<file path="src/rtl/spi_flash_front_pkg.sv">
// Shared types and opcode values for the serial flash front-end.
package spi_flash_front_pkg;
    typedef enum logic [2:0] {
        PH_OP, PH_ADDR, PH_DUMMY, PH_WDATA, PH_READ, PH_SKIP
    } phase_t;

    localparam logic [7:0] OP_WREN     = 8'h06;
    localparam logic [7:0] OP_WRDI     = 8'h04;
    localparam logic [7:0] OP_QUAD_ON  = 8'h38;
    localparam logic [7:0] OP_QUAD_OFF = 8'hFF;
    localparam logic [7:0] OP_RD_STAT  = 8'h05;
    localparam logic [7:0] OP_RD_CFG   = 8'h35;
    localparam logic [7:0] OP_READ     = 8'h03;
    localparam logic [7:0] OP_FREAD    = 8'h0B;
    localparam logic [7:0] OP_PROG     = 8'h02;
    localparam logic [7:0] OP_ERASE    = 8'h20;
endpackage

</file>
<file path="src/rtl/spi_flash_front_rx.sv">
// Input deserializer: gathers one or four bits per enabled shift into a byte.
// Assumes BYTE_W is a multiple of 4 and that the lane width changes only
// between bytes. A clear returns the bit count to zero.
module spi_flash_front_rx #(
    parameter int BYTE_W = 8
) (
    input  logic              clk,
    input  logic              rst_n,
    input  logic              clr,
    input  logic              shift_en,
    input  logic              quad,
    input  logic [3:0]        din,
    output logic              byte_done,
    output logic [BYTE_W-1:0] byte_val
);
    localparam int CNT_W = $clog2(BYTE_W + 1);

    logic [BYTE_W-1:0] sh_q;
    logic [CNT_W-1:0]  cnt_q;
    logic [CNT_W-1:0]  cnt_nx;

    // Next shift value and completion flag for the current edge.
    always_comb begin
        byte_val  = quad ? {sh_q[BYTE_W-5:0], din} : {sh_q[BYTE_W-2:0], din[0]};
        cnt_nx    = cnt_q + (quad ? CNT_W'(4) : CNT_W'(1));
        byte_done = shift_en && (cnt_nx == CNT_W'(BYTE_W));
    end

    // Shift register and bit counter.
    always_ff @(posedge clk) begin
        if (!rst_n || clr) begin
            sh_q  <= '0;
            cnt_q <= '0;
        end else if (shift_en) begin
            sh_q  <= byte_val;
            cnt_q <= byte_done ? '0 : cnt_nx;
        end
    end
endmodule

</file>
<file path="src/rtl/spi_flash_front_tx.sv">
// Output serializer: loads a byte on the first shift of each output byte and
// sends it MSB first, as one bit on lane 1 or as nibbles on lanes 3..0.
module spi_flash_front_tx #(
    parameter int BYTE_W = 8
) (
    input  logic              clk,
    input  logic              rst_n,
    input  logic              clr,
    input  logic              shift_en,
    input  logic              quad,
    input  logic [BYTE_W-1:0] load_val,
    output logic [3:0]        dout,
    output logic              load_stb
);
    localparam int TC_W = $clog2(BYTE_W);

    logic [BYTE_W-1:0] sh_q;
    logic [TC_W-1:0]   cnt_q;
    logic [TC_W-1:0]   last_step;

    // Final step index of a byte for the current lane width.
    always_comb last_step = quad ? TC_W'(BYTE_W/4 - 1) : TC_W'(BYTE_W - 1);

    // Load or shift on each enabled falling edge.
    always_ff @(posedge clk) begin
        load_stb <= 1'b0;
        if (!rst_n || clr) begin
            sh_q  <= '0;
            cnt_q <= '0;
            dout  <= '0;
        end else if (shift_en) begin
            if (cnt_q == '0) begin
                load_stb <= 1'b1;
                dout     <= quad ? load_val[BYTE_W-1 -: 4] : {2'b00, load_val[BYTE_W-1], 1'b0};
                sh_q     <= quad ? (load_val << 4) : (load_val << 1);
            end else begin
                dout     <= quad ? sh_q[BYTE_W-1 -: 4] : {2'b00, sh_q[BYTE_W-1], 1'b0};
                sh_q     <= quad ? (sh_q << 4) : (sh_q << 1);
            end
            cnt_q <= (cnt_q == last_step) ? '0 : cnt_q + TC_W'(1);
        end
    end
endmodule

</file>
<file path="src/rtl/spi_flash_front_seq.sv">
// Command sequencer: decodes opcodes, steps through the address, dummy, write
// and read phases, caps write data at one page and issues commit pulses when
// chip select rises. Any select rise returns it to the opcode phase.
module spi_flash_front_seq
    import spi_flash_front_pkg::*;
#(
    parameter int ADDR_W     = 24,
    parameter int PAGE_BYTES = 256
) (
    input  logic              clk,
    input  logic              rst_n,
    input  logic              cs_n,
    input  logic              cs_rise,
    input  logic              byte_done,
    input  logic [7:0]        byte_val,
    output phase_t            phase,
    output logic              quad_mode,
    output logic              op_valid,
    output logic [7:0]        op_code,
    output logic              wren_stb,
    output logic              wrdi_stb,
    output logic [ADDR_W-1:0] addr,
    output logic              addr_valid,
    output logic              wr_valid,
    output logic [7:0]        wr_data,
    output logic              prog_go,
    output logic              erase_go
);
    localparam int ADDR_BYTES = ADDR_W / 8;
    localparam int AB_W       = $clog2(ADDR_BYTES + 1);
    localparam int PG_W       = $clog2(PAGE_BYTES + 1);

    logic [AB_W-1:0] abyte_q;
    logic [PG_W-1:0] pg_cnt_q;
    logic            erase_arm_q;

    // Phase machine, decode and strobes.
    always_ff @(posedge clk) begin
        op_valid   <= 1'b0;
        wren_stb   <= 1'b0;
        wrdi_stb   <= 1'b0;
        addr_valid <= 1'b0;
        wr_valid   <= 1'b0;
        prog_go    <= 1'b0;
        erase_go   <= 1'b0;
        if (!rst_n) begin
            phase       <= PH_OP;
            quad_mode   <= 1'b0;
            op_code     <= '0;
            addr        <= '0;
            wr_data     <= '0;
            abyte_q     <= '0;
            pg_cnt_q    <= '0;
            erase_arm_q <= 1'b0;
        end else if (cs_n) begin
            if (cs_rise) begin
                prog_go  <= (pg_cnt_q != '0);
                erase_go <= erase_arm_q;
            end
            phase       <= PH_OP;
            abyte_q     <= '0;
            pg_cnt_q    <= '0;
            erase_arm_q <= 1'b0;
        end else if (byte_done) begin
            case (phase)
                PH_OP: begin
                    op_valid <= 1'b1;
                    op_code  <= byte_val;
                    phase    <= PH_SKIP;
                    case (byte_val)
                        OP_WREN:     wren_stb  <= 1'b1;
                        OP_WRDI:     wrdi_stb  <= 1'b1;
                        OP_QUAD_ON:  quad_mode <= 1'b1;
                        OP_QUAD_OFF: quad_mode <= 1'b0;
                        OP_RD_STAT, OP_RD_CFG: phase <= PH_READ;
                        OP_READ, OP_FREAD, OP_PROG, OP_ERASE: phase <= PH_ADDR;
                        default: ;
                    endcase
                end
                PH_ADDR: begin
                    addr <= {addr[ADDR_W-9:0], byte_val};
                    if (abyte_q == AB_W'(ADDR_BYTES - 1)) begin
                        addr_valid <= 1'b1;
                        case (op_code)
                            OP_READ:  phase <= PH_READ;
                            OP_FREAD: phase <= PH_DUMMY;
                            OP_PROG:  phase <= PH_WDATA;
                            default: begin
                                erase_arm_q <= 1'b1;
                                phase       <= PH_SKIP;
                            end
                        endcase
                    end else begin
                        abyte_q <= abyte_q + AB_W'(1);
                    end
                end
                PH_DUMMY: phase <= PH_READ;
                PH_WDATA: begin
                    if (pg_cnt_q < PG_W'(PAGE_BYTES)) begin
                        wr_valid <= 1'b1;
                        wr_data  <= byte_val;
                        pg_cnt_q <= pg_cnt_q + PG_W'(1);
                    end
                end
                default: ;
            endcase
        end
    end
endmodule

</file>
<file path="src/rtl/spi_flash_front.sv">
// Top of the serial flash slave front-end. Oversamples the serial pins with
// clk (pins assumed synchronous to clk), finds serial-clock edges, applies
// hold gating and drives the data lanes. Inputs shift on rising edges and
// outputs change on falling edges.
module spi_flash_front
    import spi_flash_front_pkg::*;
#(
    parameter int ADDR_W     = 24,
    parameter int PAGE_BYTES = 256
) (
    input  logic              clk,
    input  logic              rst_n,
    input  logic              cs_n,
    input  logic              sck,
    input  logic              hold_n,
    input  logic              wp_n,
    input  logic              cfg_pin_dis,
    input  logic [3:0]        sio_i,
    input  logic [7:0]        rd_data,
    output logic [3:0]        sio_o,
    output logic [3:0]        sio_oe,
    output logic              quad_mode,
    output logic              op_valid,
    output logic [7:0]        op_code,
    output logic              wren_stb,
    output logic              wrdi_stb,
    output logic [ADDR_W-1:0] addr,
    output logic              addr_valid,
    output logic              wr_valid,
    output logic [7:0]        wr_data,
    output logic              rd_next,
    output logic              prog_go,
    output logic              erase_go,
    output logic              wp_active
);
    localparam int BYTE_W = 8;

    logic   sck_q, cs_q;
    logic   sck_rise, sck_fall, cs_rise, hold_act;
    logic   byte_done;
    logic [BYTE_W-1:0] byte_val;
    phase_t phase;

    // Previous samples of the serial clock and chip select.
    always_ff @(posedge clk) begin
        if (!rst_n) begin
            sck_q <= 1'b0;
            cs_q  <= 1'b1;
        end else begin
            sck_q <= sck;
            cs_q  <= cs_n;
        end
    end

    // Edge detection and pin gating.
    always_comb begin
        sck_rise  = sck & ~sck_q;
        sck_fall  = ~sck & sck_q;
        cs_rise   = cs_n & ~cs_q;
        hold_act  = ~quad_mode & ~cfg_pin_dis & ~hold_n & ~cs_n;
        wp_active = ~quad_mode & ~cfg_pin_dis & ~wp_n;
    end

    spi_flash_front_rx #(.BYTE_W(BYTE_W)) u_rx (
        .clk       (clk),
        .rst_n     (rst_n),
        .clr       (cs_n),
        .shift_en  (sck_rise & ~cs_n & ~hold_act),
        .quad      (quad_mode),
        .din       (sio_i),
        .byte_done (byte_done),
        .byte_val  (byte_val)
    );

    spi_flash_front_tx #(.BYTE_W(BYTE_W)) u_tx (
        .clk      (clk),
        .rst_n    (rst_n),
        .clr      (cs_n),
        .shift_en (sck_fall & ~cs_n & ~hold_act & (phase == PH_READ)),
        .quad     (quad_mode),
        .load_val (rd_data),
        .dout     (sio_o),
        .load_stb (rd_next)
    );

    spi_flash_front_seq #(.ADDR_W(ADDR_W), .PAGE_BYTES(PAGE_BYTES)) u_seq (
        .clk        (clk),
        .rst_n      (rst_n),
        .cs_n       (cs_n),
        .cs_rise    (cs_rise),
        .byte_done  (byte_done),
        .byte_val   (byte_val),
        .phase      (phase),
        .quad_mode  (quad_mode),
        .op_valid   (op_valid),
        .op_code    (op_code),
        .wren_stb   (wren_stb),
        .wrdi_stb   (wrdi_stb),
        .addr       (addr),
        .addr_valid (addr_valid),
        .wr_valid   (wr_valid),
        .wr_data    (wr_data),
        .prog_go    (prog_go),
        .erase_go   (erase_go)
    );

    // Registered lane enables for the read phase.
    always_ff @(posedge clk) begin
        if (!rst_n)
            sio_oe <= 4'b0000;
        else if (!cs_n && !hold_act && phase == PH_READ)
            sio_oe <= quad_mode ? 4'b1111 : 4'b0010;
        else
            sio_oe <= 4'b0000;
    end
endmodule

</file>
<file path="config.mk">
export PLATFORM = sky130hd
export DESIGN_NAME = spi_flash_front
export DESIGN_NICKNAME = d
export VERILOG_FILES = /design/src/rtl/spi_flash_front_pkg.sv /design/src/rtl/spi_flash_front_rx.sv /design/src/rtl/spi_flash_front_tx.sv /design/src/rtl/spi_flash_front_seq.sv /design/src/rtl/spi_flash_front.sv
export SDC_FILE = /design/constraint.sdc
export NUM_CORES = 1
export LEC_CHECK = 0
export BUFFER_PORTS_ARGS = -buffer_cell sky130_fd_sc_hd__buf_2
export CAP_MARGIN = 20
export CORE_UTILIZATION = 39
export CTS_CLUSTER_SIZE = 24
export DETAILED_ROUTE_END_ITERATION = 16
export PLACE_DENSITY = 0.66
export SLEW_MARGIN = 30
export SYNTH_ARGS = -nofsm -noshare
export SYNTH_HDL_FRONTEND = slang
export SYNTH_HIERARCHICAL = 1
export SYNTH_SLANG_ARGS = --single-unit
export TNS_END_PERCENT = 10
</file>
<file path="constraint.sdc">
create_clock -name clk -period 3.1 [get_ports clk]
set_input_delay 0 -clock clk [delete_from_list [all_inputs] [get_ports clk]]
set_output_delay 0 -clock clk [all_outputs]
set_load 0.01 [all_outputs]
</file>
==> flow_metrics.py, run 1 <==
metrics = {
    "global_route": {
        "grt_pass1_vias": 3230,
        "grtUsageTotal_pct": 16.9,
        "grt_pass1_wl_um": 15000,
        "grt_overflow": 0,
        "antenna_found_initial": 0,
        "grt_max_degree": 35,
    },
    "pwr": {
        "combPwrFrac_pct": 4.1,
        "cellPowerDensity_nw_per_um2": 457,
        "p_leak_uw": 0.00188,
        "p_switching_uw": 499,
        "swShare_pct": 22.5,
        "p_seq_share_pct": 54.2,
        "p_int_uw": 1720,
        "peakVddDrop_v": 0.000235,
        "pwr-share-clk_pct": 41.8,
    },
    "synth": {
        "synth_top_area_share_pct": 45.0,
        "yosys_warnings": 6,
        "synth_flop_cell": "dfxtp_1",
        "async_flop_share_pct": 0,
        "yosysMostFrequentCell": "dfxtp_1",
        "synthesis.nets": 497,
        "ys_top_cells_by_count": "93 x dfxtp_1, 69 x nand2_1, 50 x nor2_1",
        "yosys.area.top_type": "dfxtp_1",
        "synth_seq_cells": 93,
        "synthDistinctLibCells": 57,
        "synth-edff-count": 0,
        "netlist_instances": 470,
        "syn_avg_cell_area_um2": 8.80,
        "synthTopCellsByArea": "dfxtp_1 45%, nand2_1 6.3%, mux2i_1 4.6%",
        "seq_area_frac_synth_pct": 45.0,
        "syn-cell-area_um2": 4140,
    },
    "cts": {
        "clock_sinks": 93,
        "clock_latency_ns": 0.36,
        "ctsResizeCount": 0,
        "clkTransAtPathRegs_ns": 0.10,
        "cts_tree": "done",
        "numCtsBuffers": 9,
        "clockRootBuffer": "clkbuf_8",
        "post_cts.repair.setup_buffers": 0,
        "ctsLongestPathBuffers": 2,
        "h-tree-depth": 3,
    },
    "routing": {
        "drtIter0Drc": 149,
        "drc": 0,
        "vias_per_cell": 5.06,
        "num_vias": 3423,
        "drt_first_pass_iters": 5,
        "wl_um": 9180,
        "postRouteAntennaNets": 0,
        "wire_per_inst_um": 13.6,
    },
    "status": {
        "run_status": "completed",
    },
    "final_layout": {
        "multi_input_area_um2": 2050,
        "seq_area_um2": 1860,
        "syn_to_final_growth_pct": 17.3,
        "diodes": 0,
        "fin_cells": 677,
        "drive_gt1_share_pct": 22.7,
        "filler_cell_count": 992,
        "fin_util_pct": 47.0,
        "finalNetCount": 563,
    },
    "sta": {
        "tns_ns": 0,
        "fin_ws_ns": 0.393,
        "setup_viol": 0,
        "worst_pin_slew_ns": 0.628,
        "finalCriticalPeriod_ns": 2.71,
        "relSlewSlack_pct": 58.1,
        "fin_skew_ns": 0.0101,
        "fmax_mhz": 369,
        "rsz0062_at_grt": "no",
        "finalCritPeriodShare_pct": 87.3,
        "slew_violations": 0,
        "finalHoldViolCount": 0,
    },
    "floorplanning": {
        "num_rows": 37,
        "die_h_um": 105,
        "start_util_pct": 40.1,
        "io_pins": 77,
        "die_w_um": 105,
        "die_area_um2": 11000,
        "fp.coreArea_um2": 10300,
    },
    "critical_path": {
        "crit_path_frequent_cell": "buf_4",
        "reg2regPathDepth": 10,
        "critPathLaunch": "u_seq/quad_mode$_SDFFE_PN0P_",
        "r2r-start": "u_seq/quad_mode$_SDFFE_PN0P_",
        "path_class": "flop to flop",
        "path_cells": "buf_4 > ha_1 > a31oi_1 > xnor2_1 > nor2_1 > buf_4 > and4bb_1 > nand3b_2 > nand3_1 > o21ai_1",
        "crit_slowest_cell": "and4bb_1",
        "cp-start-kind": "flop",
        "required_ns": 3.35,
        "critPathMaxFanout": 17,
        "worstPathArrival_ns": 2.95,
        "cp_slowest_stage_delay_ns": 0.38,
        "cp-end-kind": "flop",
    },
    "hold_path": {
        "worstHoldStart": "cs_n",
        "whs_path_depth": 2,
        "hold_class": "input port to flop",
    },
    "place": {
        "io_buffer_count": 76,
        "hpwl_um": 6310,
        "place_ws_ns": 0.468,
        "place_congestion": 0.800,
        "place_inst": 658,
    },
    "job": {
        "max_cap_viol_count": 0,
    },
}
==> state kept, by name, summed over array words and instances (netlist names), 2 cells and up <==
| name | count |
|---|---|
| u_tx/sh_q | 7 |
| sio_oe | 2 |
| u_seq/op_code | 8 |
| u_seq/phase | 3 |
| u_rx/sh_q | 7 |
| u_seq/addr | 24 |
| u_tx/dout | 4 |
| u_seq/pg_cnt_q | 9 |
| u_seq/wr_data | 8 |
| u_seq/abyte_q | 2 |
| u_rx/cnt_q | 4 |
| u_tx/cnt_q | 3 |
==> final timing paths <==
| kind | endpoint | slack [ns] |
|---|---|---|
| worst max register to register | u_seq/wr_data[1]$_SDFFE_PN0P_ | 0.39 |
| worst min-delay path | cs_q$_SDFF_PN1_ | 0.03 |
| worst max-delay path | u_seq/wr_data[1]$_SDFFE_PN0P_ | 0.39 |
| worst min register to register | u_seq/addr[17]$_SDFFE_PN0P_ | 0.46 |
==> critical path, delay by kind of cell, from the launching register on <==
family	cells	cell delay, ns
and+or+nand+nor	4	1.06
DFF	1	0.34
xor gates and xnor gates	1	0.13
adders and majority gates	1	0.34
buffers and inverters	2	0.35
AOI/OAI and AO/OA	2	0.37
==> cell usage in the layout, fill, tap and decap left out, types with 9 or more instances in the layout <==
cell      instances
nor3_1           15
xnor2_1           9
clkbuf_8         10
nand2_1          69
a21oi_1          35
nor2_1           50
inv_1            14
buf_4            10
buf_2            76
o21ai_1          10
nand2b_1         10
dfxtp_1          93
mux2i_1          19
nand3_1          20
==> final cells by class <==
class                      count  share of cell area [%]
clock buffer                  10                    2.84
multi-input combinational    328                    42.2
sequential                    93                    38.4
timing repair buffer          89                    10.0
tap                          136                    3.51
clock inverter                 6                    1.93
inverter                      15                    1.16
==> timing repair <==
item,4_1_cts,5_1_grt
hold endpoints to repair,6,0
hold buffers,3,0
endpoints found under the setup margin,0,0
==> cell families after synthesis <==
group / after synthesis / share of synthesized area, %
AOI/OAI and AO/OA: 68 / 9.56
DFF: 93 / 45.0
and+or+nand+nor: 205 / 24.6
buffers and inverters: 49 / 5.87
xor gates and xnor gates: 13 / 2.75
adders and majority gates: 8 / 2.42
muxes: 34 / 9.77
==> metrics by stage <==
| step | hold WS [ns] | cell area (um2) | power, uW |
|---|---|---|---|
| floorplan | 0.0467 | 4140 | 1280 |
| global placement | 0.233 | 4590 | 1310 |
| detailed placement | 0.236 | 4590 | 1320 |
| CTS | 0.0195 | 4850 | 2240 |
| global route | 0.0255 | 4850 | 2300 |
| finish | 0.0250 | 4850 | 2220 |
==> metal layers <==
| metal | track usage [%] | vias up | routed length (um) |
|---|---|---|---|
| met3 | 3.12 | 10 | 435 |
| met2 | 28.6 | 87 | 4460 |
| met4 | 7.65 | 0 | 150 |
| met1 | 20.7 | 1598 | 4130 |
| met5 | 0 | - | 0 |
| li1 | - | 1728 | - |
==> power groups by stage <==
stage | clock, uW | combinational (uW) | sequential [uW]
after floorplan | 0 | 56.2 | 1230
after global placement | 0 | 84.7 | 1230
after detailed placement | 0 | 86.8 | 1230
after CTS | 945 | 89.8 | 1200
after global routing | 1000 | 98.0 | 1200
final | 926 | 89.8 | 1200
Power figures use the tool's default switching activity.
==> run 2, diff against run 1 <==
- RECOVER_POWER: unset -> 50
==> run 2 against run 1 <==
Critical path depth unchanged. Combinational power decreased by 2.3%. First-iteration DRC count increased by 32%. Critical path type unchanged. Critical endpoint unchanged. Highest routed layer unchanged.
==> flow_metrics.py, run 2 (synthesized netlist as in run 1, its figures left out) <==
metrics = {
    "sta": {
        "finalCriticalPeriod_ns": 2.73,
        "slew_violations": 0,
        "finalHoldViolCount": 0,
        "setup_viol": 0,
        "fin_skew_ns": 0.00916,
        "worst_pin_slew_ns": 1.25,
        "tns_ns": 0,
        "fmax_mhz": 366,
        "rsz0062_at_grt": "no",
        "relSlewSlack_pct": 17.0,
        "finalCritPeriodShare_pct": 88.1,
    },
    "critical_path": {
        "cp-end-kind": "flop",
        "path_class": "flop to flop",
        "crit_slowest_cell": "and4bb_1",
        "reg2regPathDepth": 10,
        "critPathMaxFanout": 17,
        "path_cells": "buf_4 > ha_1 > a31oi_1 > xnor2_1 > nor2_1 > buf_4 > and4bb_1 > nand3b_2 > nand3_1 > o21ai_1",
        "worstPathArrival_ns": 2.98,
        "required_ns": 3.35,
        "crit_path_frequent_cell": "buf_4",
        "cp-start-kind": "flop",
        "cp_slowest_stage_delay_ns": 0.39,
    },
    "global_route": {
        "grtUsageTotal_pct": 16.9,
        "grt_max_degree": 35,
        "grt_overflow": 0,
        "grt_pass1_wl_um": 15000,
        "grt_pass1_vias": 3230,
        "antenna_found_initial": 0,
    },
    "pwr": {
        "cellPowerDensity_nw_per_um2": 465,
        "swShare_pct": 22.5,
        "combPwrFrac_pct": 4.0,
        "p_int_uw": 1720,
        "peakVddDrop_v": 0.000234,
        "p_switching_uw": 499,
        "p_leak_uw": 0.00161,
        "pwr-share-clk_pct": 41.9,
        "p_seq_share_pct": 54.2,
    },
    "final_layout": {
        "final_cell_mix": "93 x dfxtp_1, 69 x nand2_1, 61 x clkbuf_1, 50 x nor2_1, 35 x a21oi_1",
        "filler_cell_count": 1030,
        "diodes": 0,
        "largest_reg_flops": 24,
        "fin_util_pct": 46.1,
        "drive_gt1_share_pct": 11.1,
        "fin_cells": 677,
        "syn_to_final_growth_pct": 15.0,
        "reg_top3": "u_seq/addr: 24 flops, u_seq/pg_cnt_q: 9 flops",
        "finalNetCount": 563,
        "top_register": "u_seq/addr",
        "final_common_cell": "dfxtp_1",
    },
    "cts": {
        "clkTransAtPathRegs_ns": 0.09,
        "cts_tree": "done",
        "post_cts.repair.setup_buffers": 0,
        "clock_sinks": 93,
        "clockRootBuffer": "clkbuf_8",
        "ctsLongestPathBuffers": 2,
        "clock_latency_ns": 0.37,
        "h-tree-depth": 3,
        "numCtsBuffers": 9,
    },
    "place": {
        "place_congestion": 0.800,
        "io_buffer_count": 76,
        "hpwl_um": 6310,
        "place_inst": 658,
    },
    "hold_path": {
        "whs_path_depth": 2,
        "hold_class": "input port to flop",
    },
    "floorplanning": {
        "die_area_um2": 11000,
        "die_h_um": 105,
        "die_w_um": 105,
        "io_pins": 77,
        "num_rows": 37,
        "start_util_pct": 40.1,
        "fp.coreArea_um2": 10300,
    },
    "status": {
        "run_status": "completed",
    },
    "routing": {
        "drc": 0,
        "num_vias": 3443,
        "postRouteAntennaNets": 0,
        "wire_per_inst_um": 13.6,
        "wl_um": 9200,
        "drtIter0Drc": 197,
        "drt_first_pass_iters": 4,
        "vias_per_cell": 5.09,
    },
    "job": {
        "max_cap_viol_count": 0,
    },
}
run 2: worst max-delay path, delay by kind of cell (launching register included):
family / cells / cell delay (ns)
simple gates: 4 / 1.08
compound gates: 2 / 0.38
buf+inv: 2 / 0.35
flops: 1 / 0.34
fa+ha+maj: 1 / 0.34
xor+xnor: 1 / 0.13
run 2: path summary, 6_finish.rpt:
| path | start | end | slack, ns |
|---|---|---|---|
| worst max-delay path | u_seq/quad_mode$_SDFFE_PN0P_ | u_seq/wr_data[1]$_SDFFE_PN0P_ | 0.37 |
| worst min-delay path | cs_n | cs_q$_SDFF_PN1_ | 0.02 |
| worst max register to register | u_seq/quad_mode$_SDFFE_PN0P_ | u_seq/wr_data[1]$_SDFFE_PN0P_ | 0.37 |
| worst min register to register | u_seq/addr[16]$_SDFFE_PN0P_ | u_seq/addr[16]$_SDFFE_PN0P_ | 0.46 |
run 2: layer usage:
| metal | global-route usage, % | vias to the layer above | share of wire [%] |
|---|---|---|---|
| met4 | 7.65 | 0 | 1.8 |
| met5 | 0 | - | 0 |
| met1 | 20.7 | 1633 | 46 |
| li1 | - | 1725 | - |
| met2 | 28.6 | 74 | 48 |
| met3 | 3.12 | 11 | 4.2 |
run 2: power by group through the flow:
stage	clock [uW]	sequential, uW	combinational [uW]
finish	927	1200	87.7
floorplan	0	1230	56.2
CTS	945	1200	89.8
global placement	0	1230	84.7
detailed placement	0	1230	86.8
global route	1000	1200	96.0
run 2: area by class of cell:
type | count | area [um2] | share of cell area [%]
Clock inverter | 6 | 93.8 | 1.97
Tap cell | 136 | 170 | 3.58
Multi-Input combinational cell | 328 | 2040 | 42.8
Sequential cell | 93 | 1860 | 39.1
Clock buffer | 10 | 138 | 2.89
Timing Repair Buffer | 89 | 402 | 8.44
Inverter | 15 | 56.3 | 1.18
run 2: what timing repair did:
action | CTS | global route
gates resized for setup | 0 | 0
hold endpoints to repair | 6 | 0
hold buffers | 3 | 0
run 2: through the flow:
step	setup slack [ns]	cell area (um2)	total power, uW	hold slack (ns)
2_1_floorplan	0.373	4140	1280	0.0467
3_3_place_gp	0.611	4590	1310	0.233
3_5_place_dp	0.468	4590	1320	0.236
4_1_cts	0.436	4850	2240	0.0195
5_1_grt	0.131	4760	2300	0.0179
6_report	0.370	4760	2210	0.0181
==> run 3, diff against run 2 <==
- CORE_MARGIN: unset -> 2
- MAX_ROUTING_LAYER: unset -> met4
- SLEW_MARGIN: 30 -> 10
==> run 3 against run 2 <==
Core utilization down 0.30 points. Clock power is 16% lower. Flip-flop and latch count stayed put. Hold slack gained 0.0071 ns. Non-clock buffer count did not move. Cell area down 0.66%. Power down 6.6%. Clock skew is essentially flat.
==> flow_metrics.py, run 3 (synthesized netlist as in run 1, its figures left out) <==
metrics = {
    "job": {
        "max_cap_viol_count": 0,
    },
    "critical_path": {
        "crit_slowest_cell": "and4bb_1",
        "r2r-start": "u_seq/quad_mode$_SDFFE_PN0P_",
        "ff2ff_setup_slack_ns": 0.33,
        "worstPathArrival_ns": 3.02,
        "reg2regPathDepth": 9,
        "required_ns": 3.35,
        "cp-start-kind": "flop",
        "path_cells": "buf_4 > ha_1 > xnor2_1 > nand3_1 > nor2_2 > and4bb_1 > nand3b_2 > nand3_1 > o21ai_1",
        "cp-end-kind": "flop",
        "timing.rr.end": "u_seq/wr_data[5]$_SDFFE_PN0P_",
        "critPathMaxFanout": 17,
        "cp_slowest_stage_delay_ns": 0.42,
        "path_class": "flop to flop",
        "crit_path_frequent_cell": "nand3_1",
    },
    "place": {
        "hpwl_um": 6400,
        "detailed_place.area_um2": 4590,
        "place_congestion": 0.752,
        "io_buffer_count": 76,
    },
    "hold_path": {
        "worstHoldStart": "cs_n",
        "whs_path_depth": 2,
        "min_to": "cs_q$_SDFF_PN1_",
        "hold_class": "input port to flop",
    },
    "routing": {
        "num_vias": 3412,
        "drc": 0,
        "wl_um": 9060,
        "wire_per_inst_um": 13.4,
        "vias_per_cell": 5.04,
        "drtIter0Drc": 193,
        "postRouteAntennaNets": 0,
        "drt_first_pass_iters": 5,
    },
    "global_route": {
        "grt_max_degree": 35,
        "grt_pass1_vias": 3067,
        "grt_pass1_wl_um": 14600,
        "grtUsageTotal_pct": 16.3,
        "grt_overflow": 0,
        "antenna_found_initial": 0,
    },
    "sta": {
        "finalCriticalPeriod_ns": 2.77,
        "relSlewSlack_pct": 15.8,
        "rsz0062_at_grt": "no",
        "fin_skew_ns": 0.00961,
        "worst_pin_slew_ns": 1.26,
        "fmax_mhz": 360,
        "setup_viol": 0,
        "tns_ns": 0,
        "slew_violations": 0,
        "finalCritPeriodShare_pct": 89.5,
        "finalHoldViolCount": 0,
    },
    "pwr": {
        "cellPowerDensity_nw_per_um2": 438,
        "p_leak_uw": 0.00159,
        "peakVddDrop_v": 0.000200,
    },
    "cts": {
        "h-tree-depth": 3,
        "clockRootBuffer": "clkbuf_8",
        "clock_sinks": 93,
        "clock_latency_ns": 0.36,
        "clkTransAtPathRegs_ns": 0.10,
        "ctsLongestPathBuffers": 2,
        "numCtsBuffers": 9,
        "cts_tree": "done",
        "post_cts.repair.setup_buffers": 0,
    },
    "floorplanning": {
        "start_util_pct": 40.1,
        "die_area_um2": 11400,
        "io_pins": 77,
        "die_h_um": 107,
        "num_rows": 37,
        "die_w_um": 107,
        "fp.coreArea_um2": 10300,
    },
    "final_layout": {
        "multi_input_area_um2": 2050,
        "filler_cell_count": 1064,
        "reg_top3": "u_seq/addr: 24 flops, u_seq/pg_cnt_q: 9 flops",
        "syn_to_final_growth_pct": 14.3,
        "seq_area_um2": 1860,
        "drive_gt1_share_pct": 11.5,
        "final_common_cell": "dfxtp_1",
        "top_register": "u_seq/addr",
        "finalNetCount": 563,
        "final_cell_area_um2": 4730,
        "final_cell_mix": "93 x dfxtp_1, 69 x nand2_1, 61 x clkbuf_1, 49 x nor2_1, 35 x a21oi_1",
        "largest_reg_flops": 24,
        "diodes": 0,
    },
    "status": {
        "run_status": "completed",
    },
}
==> run 3: changes by cell type in the layout (fill, tap and decap cells not counted), sizes merged <==
cell,before,now
bufinv,2,0
clkinv,3,5
clkbuf,71,70
inv,16,17
==> run 3: how the worst max path moves through the flow <==
stage                                       from                       endpoint  slack [ns]
finish              u_seq/quad_mode$_SDFFE_PN0P_  u_seq/wr_data[5]$_SDFFE_PN0P_        0.33
CTS                 u_seq/quad_mode$_SDFFE_PN0P_  u_seq/wr_data[5]$_SDFFE_PN0P_        0.28
detailed placement  u_seq/quad_mode$_SDFFE_PN0P_  u_seq/wr_data[5]$_SDFFE_PN0P_        0.29
global placement    u_seq/quad_mode$_SDFFE_PN0P_  u_seq/wr_data[6]$_SDFFE_PN0P_        0.45
floorplan           u_seq/quad_mode$_SDFFE_PN0P_   u_seq/quad_mode$_SDFFE_PN0P_        0.37
global route        u_seq/quad_mode$_SDFFE_PN0P_  u_seq/wr_data[5]$_SDFFE_PN0P_         0.1
==> run 3: metrics by stage <==
stage / setup WS (ns) / hold WS [ns] / util [%] / std cells / total power (uW)
floorplan: 0.373 / 0.0467 / - / 470 / 1280
global placement: 0.448 / 0.234 / 44.5 / 658 / 1310
detailed placement: 0.295 / 0.233 / 44.5 / 658 / 1310
CTS: 0.278 / 0.00962 / 46.6 / 677 / 2090
global route: 0.0974 / 0.0224 / 45.8 / 677 / 2160
finish: 0.326 / 0.0252 / 45.8 / 677 / 2070
==> run 3: area by class of cell <==
type	count	area share, %
clock buffers	9	2.62
clock inverters	7	1.43
inverters	15	1.19
multi-input cells	328	43.3
flip-flops and latches	93	39.4
well taps	136	3.60
repair buffers	89	8.50
==> run 3: routing by layer <==
layer	GRT usage, %	part of all wire (%)	vias up
met5	-	0	-
met4	6.22	1.5	0
met3	3.34	4.1	11
met2	25.5	47	81
met1	20.8	47	1586
li1	-	-	1734
==> run 3: what timing repair did <==
| action | CTS | global route |
|---|---|---|
| hold endpoints to repair | 6 | 0 |
| gates resized for setup | 0 | 1 |
| hold buffers | 3 | 0 |
| setup endpoints to repair | 0 | 8 |
==> run 3: where the power goes <==
group	internal, uW	total [uW]	switching, uW
logic	33.5	88.0	54.5
clock network	311	780	469
registers	1200	1200	2.41
==> run 3: critical path, delay by kind of cell, from the launching register on <==
family / cells / cell delay [ns]
DFF: 1 / 0.38
AOI/OAI and AO/OA: 1 / 0.10
and+or+nand+nor: 5 / 1.42
buffers and inverters: 1 / 0.21
xor gates and xnor gates: 1 / 0.27
adders and majority gates: 1 / 0.27
